--- config.mk ---
export PLATFORM = sky130hd
export DESIGN_NAME = trs_top
export DESIGN_NICKNAME = d
export VERILOG_FILES = /design/src/rtl/trs_pkg.sv /design/src/rtl/trs_datapath.sv /design/src/rtl/trs_control.sv /design/src/rtl/trs_top.sv
export SDC_FILE = /design/constraint.sdc
export NUM_CORES = 1
export LEC_CHECK = 0
export BUFFER_PORTS_ARGS = -buffer_cell sky130_fd_sc_hd__buf_2
export CAP_MARGIN = 25
export CELL_PAD_IN_SITES_DETAIL_PLACEMENT = 1
export CELL_PAD_IN_SITES_GLOBAL_PLACEMENT = 1
export CORE_ASPECT_RATIO = 1.2
export CORE_MARGIN = 3
export CORE_UTILIZATION = 44
export CTS_CLUSTER_DIAMETER = 30
export DETAILED_ROUTE_END_ITERATION = 8
export PLACE_DENSITY_LB_ADDON = 0.1
export SLEW_MARGIN = 20
export SYNTH_ARGS = -nofsm -noshare
export SYNTH_HDL_FRONTEND = slang
export SYNTH_SLANG_ARGS = --single-unit
--- constraint.sdc ---
create_clock -name clk -period 2.3 [get_ports clk]
set_clock_uncertainty 0.15 [all_clocks]
set_input_delay 0.46 -clock clk [delete_from_list [all_inputs] [get_ports clk]]
set_output_delay 0.46 -clock clk [all_outputs]
set_load 0.02 [all_outputs]
--- src/rtl/trs_pkg.sv ---
package trs_pkg;
  // Conditions the datapath reports to the control.
  typedef struct packed {
    logic isHigh;      // current supply mode
    logic belowLow;    // count < thrLow
    logic aboveHigh;   // count > thrHigh
    logic thrOk;       // thrLow <= thrHigh
    logic overBudget;  // estimate > budget
  } trs_flags_t;

  // Strobes the control issues to the datapath.
  typedef struct packed {
    logic toLow;
    logic toHigh;
    logic freqDn;
    logic freqUp;
  } trs_strobe_t;
endpackage

--- src/rtl/trs_datapath.sv ---
module trs_datapath
  import trs_pkg::*;
#(
  parameter int CNT_W  = 8,
  parameter int COEF_W = 8,
  parameter int FREQ_W = 3,
  parameter int EST_W  = COEF_W + 2*CNT_W + 1
) (
  input  logic              clk,
  input  logic              rstN,
  input  logic [CNT_W-1:0]  winCount,
  input  logic [CNT_W-1:0]  thrLow,
  input  logic [CNT_W-1:0]  thrHigh,
  input  logic [COEF_W-1:0] coefQuad,
  input  logic [COEF_W-1:0] coefLin,
  input  logic [COEF_W-1:0] coefConst,
  input  logic [EST_W-1:0]  budget,
  input  trs_strobe_t       strobe,
  output trs_flags_t        flags,
  output logic              modeHigh,
  output logic [FREQ_W-1:0] freqCode
);
  localparam logic [FREQ_W-1:0] FREQ_MAX = {FREQ_W{1'b1}};

  logic [EST_W-1:0] cntWide;
  logic [EST_W-1:0] cntSq;
  logic [EST_W-1:0] estimate;

  // Quadratic power estimate, widened so no term overflows.
  always_comb begin
    cntWide  = EST_W'(winCount);
    cntSq    = cntWide * cntWide;
    estimate = EST_W'(coefQuad) * cntSq
             + EST_W'(coefLin) * cntWide
             + EST_W'(coefConst);
  end

  always_comb begin
    flags.isHigh     = modeHigh;
    flags.belowLow   = winCount < thrLow;
    flags.aboveHigh  = winCount > thrHigh;
    flags.thrOk      = thrLow <= thrHigh;
    flags.overBudget = estimate > budget;
  end

  always_ff @(posedge clk or negedge rstN) begin
    if (!rstN) begin
      modeHigh <= 1'b1;
    end else if (strobe.toLow) begin
      modeHigh <= 1'b0;
    end else if (strobe.toHigh) begin
      modeHigh <= 1'b1;
    end
  end

  always_ff @(posedge clk or negedge rstN) begin
    if (!rstN) begin
      freqCode <= FREQ_MAX;
    end else if (strobe.freqDn && freqCode != '0) begin
      freqCode <= freqCode - 1'b1;
    end else if (strobe.freqUp && freqCode != FREQ_MAX) begin
      freqCode <= freqCode + 1'b1;
    end
  end

  // inverted thresholds freeze the mode
  a_r5_bad_thr_hold: assert property (@(posedge clk) disable iff (!rstN)
    !(thrLow <= thrHigh) |=> $stable(modeHigh));
  // saturation at both ends
  a_r9_sat_top: assert property (@(posedge clk) disable iff (!rstN)
    (strobe.freqUp && freqCode == FREQ_MAX) |=> freqCode == FREQ_MAX);
  a_r9_sat_bottom: assert property (@(posedge clk) disable iff (!rstN)
    (strobe.freqDn && freqCode == '0) |=> freqCode == '0);
  // one code per decision
  a_r8_single_step: assert property (@(posedge clk) disable iff (!rstN)
    freqCode != $past(freqCode) |->
      (freqCode == $past(freqCode) + 1'b1 || freqCode == $past(freqCode) - 1'b1));
endmodule

--- src/rtl/trs_control.sv ---
module trs_control
  import trs_pkg::*;
#(
  parameter int BLANK_W = 4
) (
  input  logic               clk,
  input  logic               rstN,
  input  logic               winValid,
  input  logic               capEn,
  input  logic [BLANK_W-1:0] blankWin,
  input  trs_flags_t         flags,
  output trs_strobe_t        strobe
);
  logic [BLANK_W-1:0] blankCnt;
  logic               decideOk;
  logic               voltTurn;

  always_comb begin
    decideOk      = winValid && (blankCnt == '0);
    voltTurn      = decideOk && !capEn && flags.thrOk;
    strobe.toLow  = voltTurn && flags.isHigh && flags.belowLow;
    strobe.toHigh = voltTurn && !flags.isHigh && flags.aboveHigh;
    strobe.freqDn = winValid && capEn && flags.overBudget;
    strobe.freqUp = winValid && capEn && !flags.overBudget;
  end

  // Blanking window counter, reloaded on every mode switch.
  always_ff @(posedge clk or negedge rstN) begin
    if (!rstN) begin
      blankCnt <= '0;
    end else if (strobe.toLow || strobe.toHigh) begin
      blankCnt <= blankWin;
    end else if (winValid && blankCnt != '0) begin
      blankCnt <= blankCnt - 1'b1;
    end
  end

  // no mode switch while windows are being blanked
  a_r6_blank_no_switch: assert property (@(posedge clk) disable iff (!rstN)
    (blankCnt != '0) |-> !(strobe.toLow || strobe.toHigh));
  // the counter only moves on windows or switches
  a_r6_blank_on_window: assert property (@(posedge clk) disable iff (!rstN)
    !winValid |=> $stable(blankCnt));
  // at most one strobe per cycle
  a_r8_one_strobe: assert property (@(posedge clk) disable iff (!rstN)
    $onehot0(strobe));
endmodule

--- src/rtl/trs_top.sv ---
module trs_top
  import trs_pkg::*;
#(
  parameter int CNT_W   = 8,
  parameter int COEF_W  = 8,
  parameter int FREQ_W  = 3,
  parameter int BLANK_W = 4,
  localparam int EST_W  = COEF_W + 2*CNT_W + 1
) (
  input  logic               clk,
  input  logic               rstN,
  input  logic               winValid,
  input  logic [CNT_W-1:0]   winCount,
  input  logic               capEn,
  input  logic [CNT_W-1:0]   thrLow,
  input  logic [CNT_W-1:0]   thrHigh,
  input  logic [BLANK_W-1:0] blankWin,
  input  logic [COEF_W-1:0]  coefQuad,
  input  logic [COEF_W-1:0]  coefLin,
  input  logic [COEF_W-1:0]  coefConst,
  input  logic [EST_W-1:0]   budget,
  output logic               modeHigh,
  output logic [FREQ_W-1:0]  freqCode
);
  trs_flags_t  flags;
  trs_strobe_t strobe;

  trs_control #(.BLANK_W(BLANK_W)) ctl_i (
    .clk(clk), .rstN(rstN), .winValid(winValid), .capEn(capEn),
    .blankWin(blankWin), .flags(flags), .strobe(strobe)
  );

  trs_datapath #(.CNT_W(CNT_W), .COEF_W(COEF_W), .FREQ_W(FREQ_W), .EST_W(EST_W)) dp_i (
    .clk(clk), .rstN(rstN), .winCount(winCount), .thrLow(thrLow), .thrHigh(thrHigh),
    .coefQuad(coefQuad), .coefLin(coefLin), .coefConst(coefConst), .budget(budget),
    .strobe(strobe), .flags(flags), .modeHigh(modeHigh), .freqCode(freqCode)
  );

  // nothing moves without a window
  a_r7_idle_hold: assert property (@(posedge clk) disable iff (!rstN)
    !winValid |=> ($stable(modeHigh) && $stable(freqCode)));
  // each operation leaves the other output alone
  a_r10_cap_holds_mode: assert property (@(posedge clk) disable iff (!rstN)
    capEn |=> $stable(modeHigh));
  a_r10_volt_holds_freq: assert property (@(posedge clk) disable iff (!rstN)
    !capEn |=> $stable(freqCode));
endmodule

==> impl_metrics.csv <==
group,metric,value,unit
floorplanning,die-area,25200,um^2
critical_path,endpoint_kind,"register",
logic_synthesis,synth-seq-cells,8,
detailed_routing,viasPerCell,5.03,
timing,rsz0062_at_grt,"yes",
place,dpl_worst_slack,-9490,ps
layout,drive_gt1_frac,0.276,
layout,fill_cells,2741,
critical_path,critPathRequiredTime,2300,ps
critical_path,critical_path_class,"in -> reg",
logic_synthesis,syn_area_per_cell,8.37,um^2
timing,hold_violations,0,
layout,area_growth,30.2,%
logic_synthesis,synth_area_leaders,"fa_1 34%, ha_1 22%, inv_1 13%",
global_route,grt_pass1_vias,10400,
logic_synthesis,async_flop_share,1.00,
logic_synthesis,synth_fp_nets,1658,
logic_synthesis,synthFlopType,"dfstp_2",
global_route,grt_pass1_wl,48500,um
detailed_routing,drt_iter0_markers,204,
clock_tree,cts_buffers,3,
min_path,hp-class,"in -> reg",
run_status,failed_checks,"negative setup slack",
timing,fmax,88.7,MHz
timing,report.final.setup_viol,6,
run_status,outcome,"complete, but fails checks",
timing,period_needed,11270,ps
clock_tree,cts_buffer_depth,2,
clock_tree,cts_tree,"built",
place,place_congestion,0.839,
place,dp.cells,1776,
clock_tree,clk_latency,240,ps
critical_path,start_kind,"input port",
detailed_routing,routed_wl,29900,um
timing,slew_headroom,0.545,
clock_tree,cts.clk_slew.worst_paths,40,ps
floorplanning,start_util,0.452,
layout,finalNonFillerCells,1801,
floorplanning,die_width,145,um
floorplanning,coreArea,22700,um^2
timing,layout_setup_ws,-8970,ps
timing,max_slew.worst_pin.slew,678,ps
floorplanning,die_h,173,um
clock_tree,ctsRootBufferMaster,"clkbuf_16",
min_path,hold_depth,2,
global_route,antenna_found_initial,2,
critical_path,slowest_delay,560,ps
critical_path,worstPathArrival,11280,ps
logic_synthesis,yosysSeqAreaShare,0.0200,
logic_synthesis,yosys_warnings,0,
clock_tree,cts_max_level,1,
global_route,gr-total-overflow,0,
place,port_buffers,84,
detailed_routing,drc,0,
critical_path,slowest_stage,"fa_1",
place,hpwlAfterDp,24200,um
layout,multi_input_comb_area,9320,um^2
detailed_routing,via_count,9059,
timing,period_share,4.90,
logic_synthesis,synth_area_leader_cell,"fa_1",
critical_path,path_buf_inv,12,
logic_synthesis,yosysTopAreaCellShare,0.336,
critical_path,cpMostUsedCell,"fa_1",
critical_path,cp_top_family,"adder cells",
clock_tree,clkSinkCount,8,
floorplanning,placementRows,60,
detailed_routing,drt-pass1-iter-count,4,
critical_path,worst-path-max-fanout,6,
floorplanning,num_io_pins,85,
logic_synthesis,synth_cell_types,61,
logic_synthesis,netlist_area,10300,um^2
job,drv_cap,0,
layout,post-route-util,0.589,
critical_path,ff2ff_path_depth,6,
logic_synthesis,synth_edf_count,0,
detailed_routing,wire_per_inst,16.6,um
global_route,grt_max_degree,19,
critical_path,cp.depth,47,
layout,ff_latch_area,205,um^2
detailed_routing,postRouteAntennaNets,0,
timing,slew_violations,0,
logic_synthesis,syn_inst,1226,
layout,nNetsFinal,1922,
timing,whs,302,ps
global_route,grt.total_usage,0.230,
## routing by layer
metal | vias to the layer above | routed length [um] | global-route usage
met4 | 0 | 945 | 0.0479
met1 | 4586 | 11700 | 0.278
met5 | - | 0 | 0
met3 | 58 | 758 | 0.00706
met2 | 141 | 16500 | 0.451
li1 | 4274 | - | -
## registers in the layout (all words and copies together) (netlist names)
| signal | count |
|---|---|
| ctl_i.blankCnt | 4 |
| dp_i.freqCode | 3 |
| dp_i.modeHigh | 1 |
## Yosys cell counts (all sizes together) (10+ instances only)
cell type	count
ha	179
clkbuf	19
nand2	88
and3	12
xnor2	25
xor2	11
nor2b	12
nor2	29
o21ai	31
nand4	10
a21o	17
inv	342
nand3	12
nand2b	11
fa	172
a21oi	38
and2	131
## placed cells by master, fill, tap and decap left out, drive strengths merged, types with 12 or more instances in the layout
| master | n |
|---|---|
| inv | 342 |
| nand3 | 12 |
| nand2 | 88 |
| and2 | 131 |
| a21oi | 38 |
| nor2b | 12 |
| a21o | 17 |
| ha | 179 |
| nor2 | 29 |
| fa | 172 |
| xnor2 | 25 |
| o21ai | 31 |
| and3 | 12 |
| buf | 280 |
## area by class of cell
| type | count | share of cell area |
|---|---|---|
| Clock buffer | 4 | 0.00590 |
| Timing Repair Buffer | 281 | 0.154 |
| Multi-Input combinational cell | 854 | 0.698 |
| Antenna cell | 2 | 0.000375 |
| Tap cell | 310 | 0.0291 |
| Sequential cell | 8 | 0.0154 |
| Inverter | 342 | 0.0973 |
## repair_timing
| action | in CTS | in global routing |
|---|---|---|
| gates resized for setup | 119 | 41 |
| endpoints found under the setup margin | 7 | 8 |
| buffers inserted | 15 | 7 |
| endpoints found under the hold margin | 4 | 0 |
| hold buffers | 1 | 0 |
| pin swaps | 49 | 35 |
## kinds of logic after synthesis
family | after synthesis | synth area share
buffers and inverters | 364 | 0.135
flip-flops | 8 | 0.0200
other | 2 | 0.000732
AND/OR/NAND/NOR | 334 | 0.175
multiplexers | 4 | 0.00415
XOR/XNOR | 36 | 0.0307
adder cells (fa/ha/maj) | 351 | 0.554
AO/OA/AOI/OAI | 127 | 0.0808
## final timing paths
path	startpoint	endpoint	slack, ps
setup / recovery	winCount[2]	dp_i.freqCode[2]$_DFFE_PN1P_	-8970
hold reg to reg	dp_i.modeHigh$_DFFE_PN1P_	dp_i.modeHigh$_DFFE_PN1P_	390
setup reg to reg	dp_i.freqCode[0]$_DFFE_PN1P_	dp_i.freqCode[2]$_DFFE_PN1P_	40
min in group asynchronous	rstN	ctl_i.blankCnt[0]$_DFFE_PN0P_	450
hold / removal	blankWin[0]	ctl_i.blankCnt[0]$_DFFE_PN0P_	300
max in group asynchronous	rstN	dp_i.freqCode[2]$_DFFE_PN1P_	1300
## stage by stage
stage | setup TNS [ps] | area (um^2)
detailed placement | -29930 | 12500
finish | -26490 | 13300
floorplan | -25120 | 10500
global route | -28270 | 13300
global placement | -29010 | 12500
CTS | -26310 | 13100
## worst register-to-register path, delay by kind of cell, from the launching register on
family          cells  cell delay [ps]
compound gates      2              460
simple gates        1              320
buf+inv             1              130
flops               1              630
fa+ha+maj           1              370
xor+xnor            1              130
Power is left out: the tool's default activity adds up to more than one toggle a clock period on the data nets, which glitch-free logic cannot reach.
